File: src/rtl/tmr_regfile.sv
module tmr_regfile #(
  parameter int AW = 8
) (
  input  logic          clk,
  input  logic          rst_n,
  input  logic          rd_en,
  input  logic          wr_en,
  input  logic [AW-1:0] addr,
  input  logic [31:0]   wdata,
  output logic [31:0]   rdata,
  input  logic [31:0]   cnt_lo_in,
  input  logic [31:0]   cnt_hi_in,
  input  logic          tstat,
  output logic          ld_lo,
  output logic          ld_hi,
  output logic [31:0]   ld_data,
  output logic [31:0]   prd_lo,
  output logic [31:0]   prd_hi,
  output logic [1:0]    enmode_lo,
  output logic [1:0]    enmode_hi,
  output logic          clk_sel,
  output logic [1:0]    pulse_w,
  output logic          clk_mode,
  output logic          inv_in,
  output logic          inv_out,
  output logic [3:0]    psc_cnt,
  output logic [3:0]    psc_prd,
  output logic [1:0]    tmode,
  output logic          run_lo,
  output logic          run_hi,
  output logic          emu_free,
  output logic          emu_soft
);

  localparam logic [AW-1:0] A_ID    = AW'('h00);
  localparam logic [AW-1:0] A_EMU   = AW'('h04);
  localparam logic [AW-1:0] A_CNTLO = AW'('h10);
  localparam logic [AW-1:0] A_CNTHI = AW'('h14);
  localparam logic [AW-1:0] A_PRDLO = AW'('h18);
  localparam logic [AW-1:0] A_PRDHI = AW'('h1C);
  localparam logic [AW-1:0] A_CTL   = AW'('h20);
  localparam logic [AW-1:0] A_GCTL  = AW'('h24);
  localparam logic [31:0]   ID_WORD = 32'h0001_0701;

  logic [31:0] shadow, rmux;
  logic        lo_act, hi_act, any_act, hi_lock, rsv;

  assign lo_act  = run_lo && (enmode_lo != 2'b00);
  assign hi_act  = run_hi && (enmode_hi != 2'b00);
  assign any_act = lo_act || hi_act;
  assign hi_lock = hi_act || ((tmode != 2'b01) && lo_act);
  assign rsv     = !(addr inside {A_ID, A_EMU, A_CNTLO, A_CNTHI, A_PRDLO, A_PRDHI, A_CTL, A_GCTL});

  wire we_cntlo = wr_en && addr == A_CNTLO;
  wire we_cnthi = wr_en && addr == A_CNTHI;
  wire we_prdlo = wr_en && addr == A_PRDLO;
  wire we_prdhi = wr_en && addr == A_PRDHI;
  wire we_ctl   = wr_en && addr == A_CTL;
  wire we_gctl  = wr_en && addr == A_GCTL;
  wire we_emu   = wr_en && addr == A_EMU;

  always_comb begin
    case (addr)
      A_ID:    rmux = ID_WORD;
      A_EMU:   rmux = {30'b0, emu_soft, emu_free};
      A_CNTLO: rmux = cnt_lo_in;
      A_CNTHI: rmux = (tmode == 2'b00) ? shadow : cnt_hi_in;
      A_PRDLO: rmux = prd_lo;
      A_PRDHI: rmux = prd_hi;
      A_CTL:   rmux = {8'b0, enmode_hi, 13'b0, clk_sel, enmode_lo, pulse_w, clk_mode, inv_in, inv_out, tstat};
      A_GCTL:  rmux = {16'b0, psc_cnt, psc_prd, 4'b0, tmode, run_hi, run_lo};
      default: rmux = 32'b0;
    endcase
  end

  always_ff @(posedge clk or negedge rst_n) begin
    if (!rst_n) begin
      rdata <= '0; shadow <= '0;
      ld_lo <= 1'b0; ld_hi <= 1'b0; ld_data <= '0;
      prd_lo <= '0; prd_hi <= '0;
      enmode_lo <= '0; enmode_hi <= '0; clk_sel <= 1'b0; pulse_w <= '0;
      clk_mode <= 1'b0; inv_in <= 1'b0; inv_out <= 1'b0;
      psc_cnt <= '0; psc_prd <= '0; tmode <= '0; run_lo <= 1'b0; run_hi <= 1'b0;
      emu_free <= 1'b0; emu_soft <= 1'b0;
    end else begin
      ld_lo <= 1'b0;
      ld_hi <= 1'b0;
      if (rd_en) rdata <= rmux;
      if (rd_en && addr == A_CNTLO) shadow <= cnt_hi_in;
      if (we_cntlo && !lo_act) begin ld_lo <= 1'b1; ld_data <= wdata; end
      if (we_cnthi && !hi_lock) begin ld_hi <= 1'b1; ld_data <= wdata; end
      if (we_prdlo && !lo_act) prd_lo <= wdata;
      if (we_prdhi && !hi_lock) prd_hi <= wdata;
      if (we_emu) begin emu_free <= wdata[0]; emu_soft <= wdata[1]; end
      if (we_ctl) begin
        enmode_lo <= wdata[7:6];
        enmode_hi <= wdata[23:22];
        if (!any_act) begin
          clk_sel <= wdata[8]; pulse_w <= wdata[5:4]; clk_mode <= wdata[3];
          inv_in <= wdata[2]; inv_out <= wdata[1];
        end
      end
      if (we_gctl) begin
        run_lo <= wdata[0];
        run_hi <= wdata[1];
        if (!any_act) begin
          tmode <= wdata[3:2]; psc_prd <= wdata[11:8]; psc_cnt <= wdata[15:12];
        end
      end
    end
  end

  a_r9_prd_lo_locked: assert property (@(posedge clk) disable iff (!rst_n)
    (wr_en && addr == A_PRDLO && lo_act) |=> $stable(prd_lo));
  a_r9_prd_hi_locked: assert property (@(posedge clk) disable iff (!rst_n)
    (wr_en && addr == A_PRDHI && hi_lock) |=> $stable(prd_hi));
  a_r6_no_load_locked: assert property (@(posedge clk) disable iff (!rst_n)
    (wr_en && addr == A_CNTLO && lo_act) |=> !ld_lo);
  a_r7_shadow_capture: assert property (@(posedge clk) disable iff (!rst_n)
    (rd_en && addr == A_CNTLO) |=> shadow == $past(cnt_hi_in));
  a_r10_mode_frozen: assert property (@(posedge clk) disable iff (!rst_n)
    (wr_en && addr == A_GCTL && any_act) |=> $stable(tmode));
  a_r10_run_bits_open: assert property (@(posedge clk) disable iff (!rst_n)
    (wr_en && addr == A_GCTL) |=> (run_lo == $past(wdata[0]) && run_hi == $past(wdata[1])));
  a_r1_reserved_zero: assert property (@(posedge clk) disable iff (!rst_n)
    (rd_en && rsv) |=> rdata == 32'b0);
  a_r11_rdata_hold: assert property (@(posedge clk) disable iff (!rst_n)
    !rd_en |=> $stable(rdata));

endmodule

File: config.mk
export PLATFORM = sky130hd
export DESIGN_NAME = tmr_regfile
export DESIGN_NICKNAME = d
export VERILOG_FILES = /design/src/rtl/tmr_regfile.sv
export SDC_FILE = /design/constraint.sdc
export NUM_CORES = 1
export LEC_CHECK = 0
export ABC_AREA = 1
export CORE_UTILIZATION = 50
export DETAILED_ROUTE_END_ITERATION = 12
export HOLD_SLACK_MARGIN = 0.12
export PLACE_DENSITY_LB_ADDON = 0.3
export SKIP_LAST_GASP = 1
export SLEW_MARGIN = 20
export SYNTH_ARGS = -nofsm -noshare
export SYNTH_HDL_FRONTEND = slang
export SYNTH_SLANG_ARGS = --single-unit
File: constraint.sdc
create_clock -name clk -period 3.3 [get_ports clk]
set_clock_uncertainty 0.05 [all_clocks]
set_input_delay 0.33 -clock clk [delete_from_list [all_inputs] [get_ports clk]]
set_output_delay 0.33 -clock clk [all_outputs]
set_load 0.05 [all_outputs]
==> results of run 1 <==
## stage by stage
stage	worst slack, ns	hold slack, ns	total power, mW	utilization	cell area (um^2)
2_1_floorplan	1.56	-0.0156	3.09	-	8810
3_3_place_gp	0.622	0.402	3.57	0.673	11600
3_5_place_dp	0.487	0.405	3.58	0.673	11600
4_1_cts	0.952	0.392	5.58	0.707	12200
5_1_grt	0.788	0.407	5.74	0.708	12200
6_report	0.968	0.400	5.55	0.708	12200
## layout by cell type (no fill, tap or decap)
cell type / n
o21ai_0: 79
nand4_1: 1
nor2_4: 3
inv_2: 3
buf_12: 1
nand3_1: 124
nand3_2: 2
clkdlybuf4s50_1: 261
nand2_2: 4
clkinvlp_4: 1
buf_4: 22
dlygate4sd3_1: 1
o211ai_1: 1
nor3_4: 2
inv_6: 3
o21ai_1: 96
inv_8: 2
a21oi_1: 16
inv_1: 115
o21ai_2: 1
clkbuf_8: 1
clkinv_2: 1
nor3_1: 1
nor2_2: 7
clkinv_4: 2
nand2_1: 387
clkbuf_16: 17
nand2_4: 1
nor2_1: 50
clkinv_8: 5
dfrtp_1: 186
## worst max-delay path, cell delays in order, from the launching register on
cell	delay, ns
dfrtp_1	0.48
inv_2	0.08
nor2_1	0.05
o21ai_2	0.35
inv_2	0.06
nand3_2	0.06
buf_4	0.35
nand2_2	0.46
nand2_1	0.18
nand2_1	0.07
## routing by layer
metal	part of all wire	global-route usage	up-vias
li1	-	-	4102
met1	0.43	0.438	4030
met2	0.44	0.461	415
met3	0.096	0.0743	51
met4	0.027	0.111	0
met5	0	0	-
## sequential cells by signal, indices dropped and copies added (netlist names)
name       flops
ld_data       32
prd_hi        32
prd_lo        32
rdata         32
shadow        32
psc_cnt        4
psc_prd        4
enmode_hi      2
enmode_lo      2
pulse_w        2
tmode          2
clk_mode       1
clk_sel        1
emu_free       1
emu_soft       1
inv_in         1
inv_out        1
ld_hi          1
ld_lo          1
run_hi         1
run_lo         1
## power breakdown
part           leakage, nW  total, mW  switching, mW  internal, mW
registers             2.36       2.50         0.0977          2.40
logic                 3.42       1.05          0.673         0.374
clock network        0.282       2.01           1.00          1.01
total                 6.07       5.55           1.77          3.78
## repair_timing
action / in CTS / in global routing
hold buffers: 1 / 0
buffers inserted: 0 / 0
hold endpoints to repair: 92 / 0
## cell type report
class                      instances  share of cell area
clock buffer                      17              0.0349
clock inverter                    14              0.0131
tap                              225              0.0231
sequential                       186               0.382
multi-input combinational        775               0.280
inverter                         118              0.0363
timing repair buffer             286               0.231
## final timing paths
path                               end  cells after the start  slack (ns)     startpoint
max in group asynchronous  ld_data[24]                      3        1.88          rst_n
hold reg to reg              rdata[17]                      2        0.43      rdata[17]
hold / removal              shadow[24]                      3        0.40  cnt_hi_in[24]
setup reg to reg           ld_data[16]                      9        0.97       tmode[0]
setup / recovery           ld_data[16]                      9        0.97       tmode[0]
min in group asynchronous    rdata[21]                      2        0.45          rst_n
## cells by family after synthesis
| kind of cell | after synthesis | share of synthesized area |
|---|---|---|
| buffers and inverters | 182 | 0.0860 |
| and+or+nand+nor | 582 | 0.275 |
| DFF | 186 | 0.529 |
| AOI/OAI and AO/OA | 193 | 0.110 |
==> metrics.yaml, run 1 <==
power:
  irDropWorstVdd_mv: 0.379
  power_density_nw_per_um2: 455
  leakage_nw: 6.07
routing:
  via_count: 8598
  vias_per_cell: 5.30
  remaining_drc_errors: 0
  drt_first_pass_iters: 6
  drt_iter0_drc: 753
  wl_per_cell_um: 17.0
  ant_nets: 0
  routed_wl_um: 27500
clock_network:
  htreeDepth: 4
  cts_num_sinks: 186
  cts_tree: "built"
  cts_buffer_depth: 2
  path_clk_slew_ns: 0.08
  clkLatencyLatePin_ns: 0.45
  cts_root_buffer: "clkbuf_16"
  cts_buffers: 17
  cts.repair.resized: 0
timing:
  final-setup-viol-count: 0
  fin_crit_sh: 0.707
  timing.setup.tns_ns: 0
  tightest_slew_ns: 1.02
  slew_viol_final: 0
  slew-limit-headroom: 0.322
  rsz0062_at_grt: "false"
  max_freq_mhz: 429
  fin_crit_ns: 2.33
  finalHoldViolCount: 0
setup_path:
  endpoint_kind: "register"
  crit_required_ns: 3.57
  cp.arrival_ns: 2.61
  critical_path_class: "reg -> reg"
  start_kind: "register"
  cp_max_fo: 33
floorplanning:
  die_area_um2: 18100
  row_count: 48
  start_util: 0.511
  fp.dieW_um: 135
  die_h_um: 135
  coreArea_um2: 17200
  io_pins: 263
synth:
  synth_area_leader_cell: "dfrtp_1"
  synth_top_area_share: 0.529
  synth-async-reset-ratio: 1.00
  yosysWarnings: 0
  ys_ff_latch: 186
  synth_common_cells: "nand2_1, dfrtp_1, nand3_1"
  avgSynthCellArea_um2: 7.70
  netlist_instances: 1143
  syn-cell-area_um2: 8810
  ys.flop_type: "dfrtp_1"
  synth_edf_count: 0
  seq_area_frac_synth: 0.529
  yosysUniqueCellTypes: 22
  synth_area_leaders: "dfrtp_1, nand2_1, nand3_1"
  synth_fp_nets: 1252
  yosysMostFrequentCell: "nand2_1"
grt:
  antenna_found_initial: 0
  grt_pass1_wl_um: 42900
  grt_pass1_vias: 8099
  grt_start_max_net_pins: 96
  grt-ovfl-total: 0
  track_usage: 0.309
layout:
  multi_input_area_um2: 3410
  layout-drive-gt1-share: 0.0559
  seq_area_um2: 4650
  syn2layout_area_growth_pct: 38.5
  antenna_cells: 0
  stdcell_count: 1621
  fillCellCount: 1398
  fin_nets: 1493
placement:
  gp_congestion: 0.919
  io_buffers: 262
  placed_cells: 1589
  dp_hpwl_um: 19600
job:
  drv_cap: 0
worst_hold_path:
  hold_class: "in -> reg"
status:
  outcome: "finished clean"
Power figures use the tool's default switching activity.
==> run 2, diff against run 1 <==
CORE_UTILIZATION = 43   (was 50)
clock period = 1.9 ns   (was 3.3 ns; I/O delays follow)
==> metrics.yaml, run 2 (synthesis results as in run 1) <==
status:
  outcome: "finished clean"
routing:
  wl_per_cell_um: 16.6
  drt_iter0_drc: 669
  routed_wl_um: 28100
  vias_per_cell: 5.08
  ant_nets: 0
  remaining_drc_errors: 0
  drt_first_pass_iters: 5
  via_count: 8587
grt:
  grt-ovfl-total: 0
  grt_pass1_vias: 8111
  grt_pass1_wl_um: 44400
  antenna_found_initial: 0
  track_usage: 0.270
  grt_start_max_net_pins: 65
clock_network:
  clkLatencyLatePin_ns: 0.43
  cts_tree: "built"
  cts_buffers: 17
  htreeDepth: 4
  cts_root_buffer: "clkbuf_16"
  path_clk_slew_ns: 0.07
  cts_num_sinks: 186
  cts_buffer_depth: 2
job:
  drv_cap: 0
setup_path:
  reg2regPathDepth: 9
  crit_slowest_cell: "clkdlybuf4s50_1"
  crit_required_ns: 1.66
  cp_slowest_stage_delay_ns: 0.82
  start_kind: "register"
  endpoint_kind: "output pin"
  path_cells: "clkdlybuf4s50_1"
  cp_max_fo: 2
  critical_path_class: "reg -> out"
  cp.arrival_ns: 1.64
  path_depth: 1
  crit_buf_inv: 1
  cp_top_family: "buffers and inverters"
placement:
  gp_congestion: 0.866
  io_buffers: 262
  dp_hpwl_um: 20800
layout:
  layout-drive-gt1-share: 0.0862
  antenna_cells: 0
  layout_common_cells: "nand2_1, dfrtp_1, clkdlybuf4s50_1"
  multi_input_area_um2: 3410
  mostFrequentLayoutCell: "nand2_1"
  seq_area_um2: 4650
  fin_nets: 1523
  syn2layout_area_growth_pct: 43.6
  fillCellCount: 1711
timing:
  slew-limit-headroom: 0.615
  fin_crit_ns: 1.88
  tightest_slew_ns: 0.576
  timing.setup.tns_ns: 0
  fin_crit_sh: 0.987
  slew_viol_final: 0
  final-setup-viol-count: 0
  max_freq_mhz: 533
  finalHoldViolCount: 0
  rsz0062_at_grt: "false"
floorplanning:
  die_h_um: 145
  coreArea_um2: 19800
  fp.dieW_um: 145
  die_area_um2: 21100
  start_util: 0.445
  io_pins: 263
  row_count: 51
worst_hold_path:
  hold_class: "in -> async"
power:
  power_density_nw_per_um2: 759
  total_power_mw: 9.60
  leakage_nw: 6.69
  irDropWorstVdd_mv: 0.626
[run 2: cell count changes in the layout (fill, tap and decap cells not counted), sizes merged]
cell           delta
buf              +45
clkbuf            +2
clkdlybuf4s50    -81
clkinv            -6
dlygate4sd2      +35
dlymetal6s2s     +31
inv               +5
[run 2: final timing paths]
check,startpoint,endpoint,slack (ns)
max in group asynchronous,rst_n,shadow[22],0.97
max reg2reg,tmode[0],ld_data[24],0.20
min in group clk,cnt_hi_in[10],shadow[10],0.27
min reg2reg,rdata[20],rdata[20],0.43
max,rdata[3],rdata[3],0.02
min,rst_n,ld_data[8],0.21
[run 2: metal layers]
metal / wire length, um / vias up / part of all wire / global-route usage
met5: 0 / - / 0 / 0
met4: 972 / 0 / 0.035 / 0.117
met3: 2260 / 51 / 0.080 / 0.0604
met2: 12400 / 368 / 0.44 / 0.403
met1: 12500 / 4002 / 0.44 / 0.376
li1: - / 4166 / - / -
[run 2: cell type report]
type	count	area share
sequential	186	0.368
timing repair buffer	316	0.257
clock inverter	13	0.00960
multi-input combinational	775	0.269
tap	265	0.0262
clock buffer	19	0.0350
inverter	118	0.0350
[run 2: what timing repair did]
action | 4_1_cts | 5_1_grt
setup endpoints to repair | 35 | 31
resized for setup | 35 | 31
hold endpoints to repair | 186 | 0
setup buffers | 0 | 0
hold buffers | 1 | 0
[run 2: where the power goes]
part | switching [mW] | internal, mW
clock | 1.68 | 1.77
sequential | 0.160 | 4.17
combinational | 1.18 | 0.637
total | 3.02 | 6.58
[run 2: stage by stage]
step                       util  worst slack [ns]  cells  hold WS, ns  area, um^2
after floorplan               -             0.159   1143       -0.156        8810
after global placement    0.608           -0.0977   1659        0.123       12000
after detailed placement  0.608           -0.0943   1659        0.122       12000
after CTS                 0.635           0.00156   1692        0.222       12600
after global routing      0.639        0.00000189   1692        0.259       12600
final                     0.639            0.0248   1692        0.213       12600
